==> src/rtl/spi_regbank.sv <==
module spi_regbank #(
  parameter int          SYNC_STAGES = 2,
  parameter logic [7:0]  DIE_ID      = 8'h00,
  parameter logic [7:0]  REV_ID      = 8'h02
) (
  input  logic       clk,
  input  logic       rst_n,
  input  logic       spi_sclk,
  input  logic       spi_cs_n,
  input  logic       spi_mosi,
  output logic       spi_miso,
  output logic       spi_miso_oe,
  input  logic       therm_evt,
  input  logic       curr_evt,
  output logic [5:0] enable1_o,
  output logic [3:0] enable2_o,
  output logic [5:0] gain_o,
  output logic [7:0] ctrl1_o
);
  localparam int         TOP      = SYNC_STAGES - 1;
  localparam int         FRAME    = 16;
  localparam int         HALF     = FRAME / 2;
  localparam int         CW       = $clog2(FRAME + 1);
  localparam logic [5:0] GAIN_DEF = 6'h32;
  localparam logic [5:0] A_EN1 = 6'h01, A_GAIN = 6'h02, A_EN2 = 6'h03, A_CTL1 = 6'h04,
                         A_CTL2 = 6'h05, A_STAT = 6'h09, A_DIE = 6'h0A, A_REV = 6'h0B;

  logic [TOP:0]  sclk_q, cs_q, mosi_q;
  logic          sclk_d;
  logic          cs_s, mosi_s, rise, fall;
  logic [CW-1:0] cnt;
  logic [14:0]   sh;
  logic [7:0]    tx, rd_byte, wdata;
  logic [5:0]    waddr, raddr;
  logic          commit, wr, load;
  logic          ten, ien, tflag, iflag, clr_t, clr_i, srst;

  always_ff @(posedge clk or negedge rst_n)
    if (!rst_n) begin
      sclk_q <= '0;
      cs_q   <= '1;
      mosi_q <= '0;
      sclk_d <= 1'b0;
    end else begin
      sclk_q <= {sclk_q[TOP-1:0], spi_sclk};
      cs_q   <= {cs_q[TOP-1:0], spi_cs_n};
      mosi_q <= {mosi_q[TOP-1:0], spi_mosi};
      sclk_d <= sclk_q[TOP];
    end

  assign cs_s   = cs_q[TOP];
  assign mosi_s = mosi_q[TOP];
  assign rise   = !cs_s &&  sclk_q[TOP] && !sclk_d;
  assign fall   = !cs_s && !sclk_q[TOP] &&  sclk_d;

  always_ff @(posedge clk or negedge rst_n)
    if (!rst_n) begin
      cnt <= '0;
      sh  <= '0;
    end else if (cs_s) begin
      cnt <= '0;
    end else if (rise) begin
      sh <= {sh[13:0], mosi_s};
      if (cnt < CW'(FRAME)) cnt <= cnt + 1'b1;
    end

  assign commit = rise && cnt == CW'(FRAME - 1);
  assign wr     = commit && !sh[14];
  assign waddr  = sh[12:7];
  assign wdata  = {sh[6:0], mosi_s};
  assign raddr  = {sh[4:0], mosi_s};
  assign load   = rise && cnt == CW'(HALF - 1) && sh[6];

  assign clr_t = wr && waddr == A_STAT && !wdata[5];
  assign clr_i = wr && waddr == A_STAT && !wdata[6];
  assign srst  = wr && waddr == A_STAT && wdata[4:2] == 3'b101;

  always_ff @(posedge clk or negedge rst_n)
    if (!rst_n) begin
      enable1_o <= '0;
      enable2_o <= '0;
      gain_o    <= GAIN_DEF;
      ctrl1_o   <= '0;
      ten       <= 1'b0;
      ien       <= 1'b0;
    end else if (srst) begin
      enable1_o <= '0;
      enable2_o <= '0;
      gain_o    <= GAIN_DEF;
      ten       <= 1'b0;
      ien       <= 1'b0;
    end else if (wr) begin
      case (waddr)
        A_EN1:   enable1_o <= wdata[5:0];
        A_GAIN:  gain_o    <= wdata[5:0];
        A_EN2:   enable2_o <= wdata[3:0];
        A_CTL1:  ctrl1_o   <= wdata;
        A_CTL2:  begin ten <= wdata[5]; ien <= wdata[6]; end
        default: ;
      endcase
    end

  always_ff @(posedge clk or negedge rst_n)
    if (!rst_n) begin
      tflag <= 1'b0;
      iflag <= 1'b0;
    end else begin
      tflag <= (ten && therm_evt) || (tflag && !clr_t);
      iflag <= (ien && curr_evt)  || (iflag && !clr_i);
    end

  always_comb
    case (raddr)
      A_EN1:   rd_byte = {2'b00, enable1_o};
      A_GAIN:  rd_byte = {2'b00, gain_o};
      A_EN2:   rd_byte = {4'h0, enable2_o};
      A_CTL1:  rd_byte = ctrl1_o;
      A_CTL2:  rd_byte = {1'b0, ien, ten, 5'b00001};
      A_STAT:  rd_byte = {1'b0, iflag, tflag, 5'b00000};
      A_DIE:   rd_byte = DIE_ID;
      A_REV:   rd_byte = REV_ID;
      default: rd_byte = 8'h00;
    endcase

  always_ff @(posedge clk or negedge rst_n)
    if (!rst_n)                         tx <= '0;
    else if (cs_s)                      tx <= '0;
    else if (load)                      tx <= rd_byte;
    else if (fall && cnt > CW'(HALF))   tx <= {tx[6:0], 1'b0};

  assign spi_miso    = tx[7];
  assign spi_miso_oe = !spi_cs_n;

  p_miso_on_fall_r2: assert property (@(posedge clk) disable iff (!rst_n)
    !(cs_s || fall || load) |=> $stable(spi_miso));
  p_regs_hold_r9: assert property (@(posedge clk) disable iff (!rst_n)
    !commit |=> $stable({enable1_o, enable2_o, gain_o, ctrl1_o}));
  p_flag_set_r6: assert property (@(posedge clk) disable iff (!rst_n)
    (ten && therm_evt) |=> tflag);
  p_flag_gate_r6: assert property (@(posedge clk) disable iff (!rst_n)
    (!tflag && !(ten && therm_evt)) |=> !tflag);
  p_flag_sticky_r7: assert property (@(posedge clk) disable iff (!rst_n)
    (iflag && !commit) |=> iflag);
  p_soft_reset_r8: assert property (@(posedge clk) disable iff (!rst_n)
    srst |=> (enable1_o == 6'h00 && enable2_o == 4'h0 && gain_o == GAIN_DEF && !ten && !ien));
  p_ctrl1_kept_r8: assert property (@(posedge clk) disable iff (!rst_n)
    srst |=> $stable(ctrl1_o));
endmodule

==> config.mk <==
export PLATFORM = sky130hd
export DESIGN_NAME = spi_regbank
export DESIGN_NICKNAME = d
export VERILOG_FILES = /design/src/rtl/spi_regbank.sv
export SDC_FILE = /design/constraint.sdc
export NUM_CORES = 1
export LEC_CHECK = 0
export BUFFER_PORTS_ARGS = -buffer_cell sky130_fd_sc_hd__buf_2
export CAP_MARGIN = 15
export CORE_MARGIN = 4
export CORE_UTILIZATION = 55
export DETAILED_ROUTE_END_ITERATION = 7
export PLACE_DENSITY = 0.71
export REMOVE_ABC_BUFFERS = 1
export SYNTH_ARGS = -nofsm -noshare
export SYNTH_HDL_FRONTEND = slang
export SYNTH_SLANG_ARGS = --single-unit
==> constraint.sdc <==
create_clock -name clk -period 3.88 [get_ports clk]
set_clock_uncertainty 0.15 [all_clocks]
set_input_delay 0.388 -clock clk [delete_from_list [all_inputs] [get_ports clk]]
set_output_delay 0.388 -clock clk [all_outputs]
set_load 0.05 [all_outputs]
## After elaboration in Yosys (flattened, before gate mapping)

Index checks and enable logic that the tools add are counted.

| storage, ports and cells | value |
|---|---|
| register bits after elaboration | 63 |
| latch bits | 0 |
| memory bits (writable) | 0 |
| ROM bits | 0 |
| word-level logic and storage cells | 101 |
| memories | 0 |

| operators by class | value |
|---|---|
| add/sub/neg operators | 1 |
| multipliers | 0 |
| div/mod/pow operators | 0 |
| magnitude comparators | 2 |
| equal/unequal tests | 16 |
| shifts and indexed selects | 0 |
| mux-type cells | 22 |
| bitwise logic cells | 2 |
| reduce and logical (&&, ||, !) cells | 43 |

Operators with widths:

| kind | count |
|---|---|
| one-hot mux 8 bit (7 select lines) | 1 |
| two-way mux 6 bit | 6 |
| == test 6 x 2 -> 1 bit, second input constant | 4 |
| == test 6 x 3 -> 1 bit, second input constant | 4 |
| two-way mux 8 bit | 3 |
| == test 6 x 4 -> 1 bit, second input constant | 3 |
| logical AND 1 bit | 17 |
| two-way mux 5 bit | 3 |
| nonzero test 2 bit | 7 |
| == test 6 x 1 -> 1 bit, second input constant | 2 |
| two-way mux 4 bit | 3 |
| AND reduction 2 bit | 6 |
| zero test 1 bit | 9 |
| two-way mux 1 bit | 6 |
| adder 5 x 1 -> 5 bit, second input constant | 1 |
| == test 5 x 3 -> 1 bit, second input constant | 1 |
| == test 5 x 4 -> 1 bit, second input constant | 1 |
| greater-than comparator 5 x 4 -> 1 bit, second input constant | 1 |
| less-than comparator 5 bit, second input constant | 1 |
| == test 3 bit, second input constant | 1 |
| AND reduction 3 bit | 1 |
| nonzero test 3 bit | 1 |
| logical OR 1 bit | 2 |
| inverter 1 bit | 2 |

## Depth between registers and ports, before layout

| depth | value |
|---|---|
| depth in word-level cells | 10 |
| mapped depth | 9 |
| gate-level depth less buffers | 8 |

## Least setup slack after synthesis

No wires, ideal clock.

| timing path | value |
|---|---|
| path kind | register to register |
| from | register cnt[0] |
| to | register ctrl1_o[4] |
| arrival time | 1.938 ns |
| data required time | 3.602 ns |
| setup slack | 1.664 ns |
| cell stages (with the launch flop) | 9 |
| path buffers | 1 |
| cells stage by stage | dfrtp_1 -> ha_1 -> and3_1 -> ha_1 -> nand2b_1 -> nor3_1 -> nand4b_1 -> clkbuf_1 -> mux2_1 |

| on the way | value |
|---|---|
| word-level cells in the longest chain between the ends | 7 |

Ends and longest elaborated chain:

| what | line | text |
|---|---|---|
| start, declared | 31 | `logic [CW-1:0] cnt;` |
| start signal, assigned | 64 | `if (cnt < CW'(FRAME)) cnt <= cnt + 1'b1;` |
| == test 5 x 4 -> 1 bit (*) | 67 | `assign commit = rise && cnt == CW'(FRAME - 1);` |
| logical AND 1 bit (*) | 67 |  |
| logical AND 1 bit (*) | 68 | `assign wr = commit && !sh[14];` |
| logical AND 1 bit (2 in a row) | 76 | `assign srst = wr && waddr == A_STAT && wdata[4:2] == 3'b101;` |
| inverter 1 bit (no line) | n/a |  |
| AND reduction 3 bit (no line) (*) | n/a |  |
| end signal, assigned | 97 | `A_CTL1: ctrl1_o <= wdata;` |
| end, declared | 18 | `output logic [7:0] ctrl1_o` |

Every way passes the cells marked *; elsewhere a longest branch is shown, timed or not.
A chain may end at the register's enable or synchronous reset.

## Worst setup path in the final report

| timing path | value |
|---|---|
| from | register cnt[0] |
| to | register ctrl1_o[6] |

Same word-level chain as after synthesis.

==> impl_metrics.toml <==
[run_status]
status = "finished, violations left"
violations = "negative hold slack"

[final_layout]
syn2layout_area_growth_pct = 12.9
post-route-util_pct = 65.6
antenna_cells = 0
fin_cells = 389
drive_gt1_share_pct = 20.1
final_nets = 325
nFillCells = 410

[detailed_routing]
ant_nets = 0
drt_pre_antenna_iters = 4
vias_per_cell = 5.64
drtIter0Drc = 107
drc = 0
totalWireLength_um = 6320
wl_per_cell_um = 16.2
vias = 2194

[synth]
async_reset_ff_share_pct = 100
netlist_area_um2 = 3050
synth_cell_types = 59
synth_seq_cells = 63
synthFlopType = "dfrtp_1"
synth_top_area_share_pct = 47.6
ys_top_cells_by_area = "dfrtp_1, mux2_1, nand2_1"
ys_seq_area_share_pct = 52.0
yosysTopAreaCell = "dfrtp_1"
ys_warn_count = 0
postSynthAreaPerCell_um2 = 10.8
synth-edff-count = 0
synthCells = 282

[floorplan]
die_area_um2 = 6790
start_util_pct = 58.2
fp.coreArea_um2 = 5240
fp.dieH_um = 82.4
pin_count = 33
row_count = 26
dieWidth_um = 82.4

[clock_network]
htreeDepth = 3
clk-insertion-delay-late_ps = 340
cts.clk_slew.worst_paths_ps = 60
cts-buffers-inserted = 9
cts_setup_buffers = 0
cts_tree = "built"
cts-root-buf = "clkbuf_8"
cts_resized = 0
clock_path_buffers = 2
clock_sinks = 63

[setup_path]
path_delay_family = "simple AND/OR/NAND/NOR gates"
worstPathRequired_ps = 3940
worstPathCellList = "ha_1 -> and3_1 -> ha_1 -> nand2b_1 -> nor3_1 -> nand4b_1 -> mux2_1"
critPathMaxFanout = 11
regToRegEndpoint = "ctrl1_o[6]"
crit_slowest_cell = "nand4b_1"
reg2reg_slack_ps = 1250
r2r_cells = 7
crit_buf_inv = 0
worst_setup_path_start_kind = "flop"
crit_top_cell = "ha_1"
critPathKind = "flop to flop"
worstReg2RegStart = "cnt[0]"
arrival_ps = 2690
endpoint_kind = "flop"
slowest_delay_ps = 510

[place]
place.gp.congestion = 0.900
post-place-cells = 371
dpl.hpwl_um = 4570
io_buffers = 32

[power_and_ir_drop]
power.total_mw = 1.43
p_leak_nw = 1.65
vdd_drop_max_mv = 0.278
p_per_area_nw_per_um2 = 415

[global_route]
grt_max_degree = 37
grt_use_total_pct = 21.6
grt_pass1_wl_um = 10800
antenna_found_initial = 0
grt_use_met2_pct = 35.7
met1_usage_pct = 27.6
top_usage_layer = "met2"
grtUsageMet3_pct = 6.51
grt_overflow_total = 0
grt_pass1_vias = 2150

[sta]
fin_crit_ps = 2630
rsz0062_at_grt = "false"
relSlewSlack_pct = 41.8
finalHoldViolations = 18
holdWs_ps = -12.8
period_share_pct = 67.8
final_max_slew_viol_count = 0
clock.fmax_mhz = 380
report.final.setup_viol = 0
tns_ps = 0
tightest_slew_ps = 867

[run]
drv_cap = 0

[min_path]
min_path_type = "primary input to async pin"
[kinds of logic (layout without fill, tap and decap cells)]
group / after synthesis / in the layout / share of synthesized area (%)
buf+inv: 25 / 62 / 3.49
xor+xnor: 4 / 4 / 1.15
fa+ha+maj: 3 / 3 / 1.23
flops: 63 / 63 / 52.0
simple gates: 105 / 105 / 20.2
mux: 24 / 24 / 8.83
compound gates: 58 / 58 / 13.1
[through the flow]
stage / hold WS, ps / worst slack, ps / area (µm²)
6_report: -12.8 / 1250 / 3440
4_1_cts: 2.49 / 1250 / 3420
5_1_grt: 30.0 / 1040 / 3440
3_5_place_dp: 186 / 1260 / 3240
3_3_place_gp: 182 / 1360 / 3240
2_1_floorplan: -57.6 / 1620 / 2980
[state kept, by name, summed over array words and instances, names as in the netlist]
register,flops
tflag,1
cs_q,2
sclk_d,1
iflag,1
tx,8
sh,15
enable1_o,6
sclk_q,2
enable2_o,4
ctrl1_o,8
ten,1
gain_o,6
cnt,5
mosi_q,2
ien,1
[layout make-up]
cell class | count | area (µm²) | share of cell area [%]
clock buffer | 14 | 163 | 4.73
clock inverter | 1 | 5.00 | 0.146
inverter | 10 | 37.5 | 1.09
multi-input combinational | 194 | 1360 | 39.5
sequential | 63 | 1580 | 46.0
tap | 70 | 87.6 | 2.55
timing repair buffer | 37 | 205 | 5.97
[how the worst max path moves through the flow]
| stage | depth (start not counted) | end | from |
|---|---|---|---|
| after floorplan | 7 | ctrl1_o[1] | cnt[0] |
| after detailed placement | 7 | ctrl1_o[6] | cnt[0] |
| after CTS | 7 | ctrl1_o[6] | cnt[0] |
| final | 7 | ctrl1_o[6] | cnt[0] |
| after global placement | 7 | ctrl1_o[4] | cnt[0] |
| after global routing | 7 | ctrl1_o[4] | cnt[0] |
[metal layers]
metal | part of all wire [%] | wire [µm]
met1 | 44 | 2800
met3 | 4.2 | 267
met5 | 0 | 0
met2 | 50 | 3190
met4 | 1.0 | 65
[where the power goes]
part / internal (mW) / switching (mW)
combinational: 0.0710 / 0.0867
clock: 0.263 / 0.223
sequential: 0.693 / 0.0890
[synth_stat cells (4+ instances only)]
| cell | number |
|---|---|
| nor3_1 | 5 |
| inv_1 | 8 |
| o21ai_0 | 5 |
| o21ai_1 | 12 |
| mux2_1 | 23 |
| nand2b_1 | 7 |
| dfstp_2 | 5 |
| nand2_1 | 40 |
| buf_2 | 4 |
| dfrtp_1 | 58 |
| clkbuf_1 | 9 |
| a21oi_1 | 7 |
| a22o_1 | 8 |
| nor2_1 | 16 |
| nand3_1 | 7 |
[timing repair]
| action | 4_1_cts | 5_1_grt |
|---|---|---|
| hold buffers | 1 | 2 |
| hold endpoints to repair | 1 | 2 |
| setup endpoints to repair | 0 | 0 |
[cell usage in the layout (no fill, tap or decap), types with 3 or more instances in the layout]
cell | synthesis | routed
a21oi_1 | 7 | 7
buf_2 | 4 | 32
clkbuf_8 | 0 | 11
clkbuf_1 | 9 | 3
o21bai_1 | 3 | 3
nor3_1 | 5 | 5
o21ai_1 | 12 | 12
nand4_1 | 3 | 3
nand3_1 | 7 | 7
dlygate4sd3_1 | 0 | 3
mux2_1 | 23 | 23
a21o_1 | 3 | 3
ha_1 | 3 | 3
nor2b_1 | 3 | 3
nor2_1 | 16 | 16
a22o_1 | 8 | 8
dfrtp_1 | 58 | 58
o21ai_0 | 5 | 5
a31oi_1 | 3 | 3
nand2b_1 | 7 | 7
nand2_1 | 40 | 40
dfstp_2 | 5 | 5
a22oi_1 | 3 | 3
inv_1 | 8 | 8
Note: power is estimated with default switching activity, not from simulation.
